File: src/rtl/imm_alu_unit.sv
module imm_alu_unit #(
  parameter int W    = 8,
  parameter int OPW  = 4,
  parameter int CNTW = 3
) (
  input  logic            clk,
  input  logic            rst_n,
  input  logic            op_valid,
  input  logic [OPW-1:0]  op_sel,
  input  logic [CNTW-1:0] shift_cnt,
  input  logic [W-1:0]    reg_in,
  input  logic [W-1:0]    imm,
  output logic [W-1:0]    wr_data,
  output logic            wr_en,
  output logic            illegal,
  output logic            zflag
);
  localparam logic [OPW-1:0] OP_XOR = OPW'(0);
  localparam logic [OPW-1:0] OP_OR  = OPW'(1);
  localparam logic [OPW-1:0] OP_AND = OPW'(2);
  localparam logic [OPW-1:0] OP_ADD = OPW'(3);
  localparam logic [OPW-1:0] OP_CMP = OPW'(4);
  localparam logic [OPW-1:0] OP_SLL = OPW'(8);
  localparam logic [OPW-1:0] OP_SLR = OPW'(9);
  localparam logic [OPW-1:0] OP_SAL = OPW'(10);
  localparam logic [OPW-1:0] OP_SAR = OPW'(11);
  localparam logic [OPW-1:0] OP_ROL = OPW'(12);
  localparam logic [OPW-1:0] OP_ROR = OPW'(13);
  localparam logic [CNTW-1:0] ONE_STEP = CNTW'(1);

  logic [W-1:0] res;
  logic         writes, legal, touch_flag, cmp_eq, is_shift;

  assign is_shift = (op_sel >= OP_SLL) && (op_sel <= OP_ROR);
  assign cmp_eq   = (reg_in == imm);

  always_comb begin
    res        = reg_in;
    writes     = 1'b1;
    legal      = 1'b1;
    touch_flag = 1'b1;
    case (op_sel)
      OP_XOR: res = reg_in ^ imm;
      OP_OR: begin
        res = reg_in | imm;
        if (imm == '0) begin
          writes     = 1'b0;
          touch_flag = 1'b0;
        end
      end
      OP_AND: res = reg_in & imm;
      OP_ADD: res = reg_in + imm;
      OP_CMP: writes = 1'b0;
      OP_SLL, OP_SAL: res = {reg_in[W-2:0], 1'b0};
      OP_SLR: res = {1'b0, reg_in[W-1:1]};
      OP_SAR: res = {1'b1, reg_in[W-1:1]};
      OP_ROL: res = {reg_in[W-2:0], reg_in[W-1]};
      OP_ROR: res = {reg_in[0], reg_in[W-1:1]};
      default: legal = 1'b0;
    endcase
    if (is_shift && shift_cnt != ONE_STEP) legal = 1'b0;
  end

  assign wr_data = res;
  assign wr_en   = op_valid && legal && writes;
  assign illegal = op_valid && !legal;

  always_ff @(posedge clk or negedge rst_n) begin
    if (!rst_n)
      zflag <= 1'b0;
    else if (op_valid && legal && touch_flag)
      zflag <= (op_sel == OP_CMP) ? cmp_eq : (res == '0);
  end
endmodule

File: config.mk
export PLATFORM = sky130hd
export DESIGN_NAME = imm_alu_unit
export DESIGN_NICKNAME = d
export VERILOG_FILES = /design/src/rtl/imm_alu_unit.sv
export SDC_FILE = /design/constraint.sdc
export NUM_CORES = 1
export LEC_CHECK = 0
export ABC_CLOCK_PERIOD_IN_PS = 4400
export CORE_MARGIN = 2
export CORE_UTILIZATION = 51
export DETAILED_ROUTE_END_ITERATION = 8
export PLACE_DENSITY = 0.92
export SETUP_SLACK_MARGIN = 0.4
export SLEW_MARGIN = 40
export SYNTH_ARGS = -nofsm -noshare
export SYNTH_HDL_FRONTEND = slang
export SYNTH_SLANG_ARGS = --single-unit
export TNS_END_PERCENT = 1
File: constraint.sdc
create_clock -name clk -period 4.4 [get_ports clk]
set_input_delay 0.66 -clock clk [delete_from_list [all_inputs] [get_ports clk]]
set_output_delay 0.66 -clock clk [all_outputs]
set_load 0.005 [all_outputs]
==> metrics.md <==
| Metric | Value |
|---|---|
| CP delay by family, top | buffers and inverters |
| Fin worst setup slack | 547.9 ps |
| Vias per cell | 6.329 |
| CP most frequent cell | clkdlybuf4s50_1 |
| Fillers | 202 |
| ANT nets after route | 0 |
| Unrepaired setup endpoints after global routing | false |
| Initial antenna violation count | 0 |
| Post-Route WL | 3807 um |
| Die width | 52.73 um |
| DR pass1 iterations | 4 |
| Fin area | 1560 um2 |
| Tmin final | 3852 ps |
| Ys Warns | 0 |
| Worst Tran Pin Value | 490.4 ps |
| Worst skew pair latency | 0 ps |
| Max incr delay on CP | 600 ps |
| Pleak | 0.6856 nW |
| Placed Area | 1560 um2 |
| Post-CTS Setup Repair Bufs | 0 |
| Final Net Count | 251 |
| Synth Net Count | 219 |
| DP Wirelength | 3008 um |
| Final setup violating endpoints | 0 |
| Setup TNS | 0 ps |
| Ports | 37 |
| Die area | 2780 um2 |
| Critical path buffer and inverter count | 3 |
| DRC Markers | 0 |
| Count of pins over their slew limit | 0 |
| Required time at the worst-slack endpoint | 3740 ps |
| Die Y | 52.73 um |
| Max reg flops | 1 |
| Initial Utilization | 0.5423 |
| Outcome | complete, no violations |
| Ys async rst share | 1.000 |
| Antenna Diode Count | 0 |
| Pin count of the biggest net entering global routing | 29 |
| Register with the most flip-flops | zflag |
| CORE AREA | 2233 um2 |
| Worst slew margin | 0.6720 |
| Vias in the first global route | 1,320 |
| CP endpoint kind | output pin |
| Slowest stage cell, crit path | clkdlybuf4s50_1 |
| Post-synth EDFFs | 0 |
| IO buf count | 36 |
| Mapped Avg Cell Area | 6.882 um2 |
| Cell count after synthesis | 176 |
| GRT Util Overall | 0.2808 |
| Hold Path Class | reg -> reg |
| Max-Cap Viols | 0 |
| CP cell instances | clkdlybuf4s50_1, inv_1, ha_1, a21o_1, nand4_1, nand3_1, a31oi_1, xor2_1, o211ai_1, clkdlybuf4s50_1 |
| CP max FO | 6 |
| Pre-CTS setup slack | 581.4 ps |
| # resized after CTS | 0 |
| Top FF cell, synth | dfrtp_1 |
| Worst setup path class | in -> out |
| Synth-to-Final Area Change | 28.82% |
| DR vias | 1,481 |
| Worst Setup Start Kind | input pin |
| Drt initial violations | 91 |
| Critical Path AT | 3190 ps |
| GP Congestion | 0.9441 |
| Worst vdd ir | 0.08893 mV |
| Fin. Hold Viols | 0 |
| Layout cell share with drive strength beyond 1 | 0.06311 |
| Biggest registers after layout | zflag: 1 flops |
| CTS clk-pin slew, worst paths | 0 ps |
| Fmax | 259.6 MHz |
| Final core utilization | 0.6986 |
| Post-Syn Area | 1211 um2 |
| Synth cell types | 53 |
| Cts hold-fix bufs | 0 |
| #FFs+latches synth | 1 |
| PwrDens | 116.0 nW/um2 |
| Routed WL per cell | 16.27 um |
| First-pass GRT wire length | 5989 um |
| Global route overflow | 0 |
| Tcrit/Tclk final | 0.8755 |
| Layout Skew | 0 ps |
| Sequential fraction of the synthesis area | 0.02066 |
| Rows | 17 |
-- layout make-up --
type / count / area [um2] / share of cell area
sequential: 1 / 25.02 / 0.01604
multi-input combinational: 147 / 1042 / 0.6680
inverter: 18 / 67.56 / 0.04330
timing repair buffer: 40 / 390.4 / 0.2502
tap: 28 / 35.03 / 0.02245
-- worst reg2reg max path, stage by stage (launching register included) --
cell	delay [ps]
dfrtp_1	340
inv_1	50
a21oi_1	130
nand3_1	110
o31ai_2	240
-- path summary, 6_finish.rpt --
| kind | start | to | slack, ps | cells past startpoint |
|---|---|---|---|---|
| worst max-delay path | reg_in[1] | wr_data[7] | 550 | 10 |
| worst min-delay path | zflag | zflag | 530 | 2 |
| worst max register to register | zflag | zflag | 3430 | 4 |
| worst min register to register | zflag | zflag | 530 | 2 |
| max in group asynchronous | rst_n | zflag | 3490 | 1 |
| min in group asynchronous | rst_n | zflag | 810 | 1 |
-- synth_stat cells (all sizes together) (5+ instances only) --
cell type / number / share of area
o22ai: 5 / 0.026
ha: 16 / 0.17
mux2i: 5 / 0.041
buf: 9 / 0.060
nand2: 16 / 0.052
inv: 18 / 0.056
a21oi: 16 / 0.069
o21ai: 7 / 0.029
nor2: 13 / 0.044
nand3: 8 / 0.033
-- metrics by stage --
stage          instances  total power (W)  hold WS, ps
5_1_grt              234        0.0001941        574.5
6_report             234        0.0001810        528.5
4_1_cts              234        0.0001771        542.8
3_3_place_gp         234        0.0001727        521.5
2_1_floorplan        176        0.0001093        364.4
3_5_place_dp         234        0.0001760        544.3
-- kinds of logic (layout without fill, tap and decap cells) --
family                     count (synthesis)  after routing  synth area share
xor gates and xnor gates                   4              4           0.02893
buffers and inverters                     28             58            0.1188
AOI/OAI and AO/OA                         55             55            0.3089
DFF                                        1              1           0.02066
adders and majority gates                 17             17            0.1818
muxes                                      5              5           0.04132
and+or+nand+nor                           66             66            0.2996
-- power by group --
| part | total [W] | switching, W | leakage (nW) | internal [W] |
|---|---|---|---|---|
| registers | 0.00000944 | 0.0000000314 | 0.0140 | 0.00000941 |
| clock network | 0 | 0 | 0 | 0 |
| logic | 0.000172 | 0.0000880 | 0.672 | 0.0000835 |
-- cell usage in the layout, fill, tap and decap left out, types with 3 or more instances in the layout --
cell type	count
o21ai_0	6
nor3_1	4
ha_1	16
inv_1	18
nand2b_1	3
a21o_1	3
buf_4	4
mux2i_1	5
xor2_1	3
a211oi_1	3
nor2_1	11
nand3_1	8
clkdlybuf4s50_1	36
a31oi_1	4
o22ai_1	5
nand2_1	15
a21oi_1	15
nand4_1	4
-- metal layers --
layer	wire length, um	GRT usage
met5	0	0
met4	62	0.05556
met1	1528	0.3676
met3	368	0.01143
met2	1847	0.5042
Power figures use the tool's default switching activity.
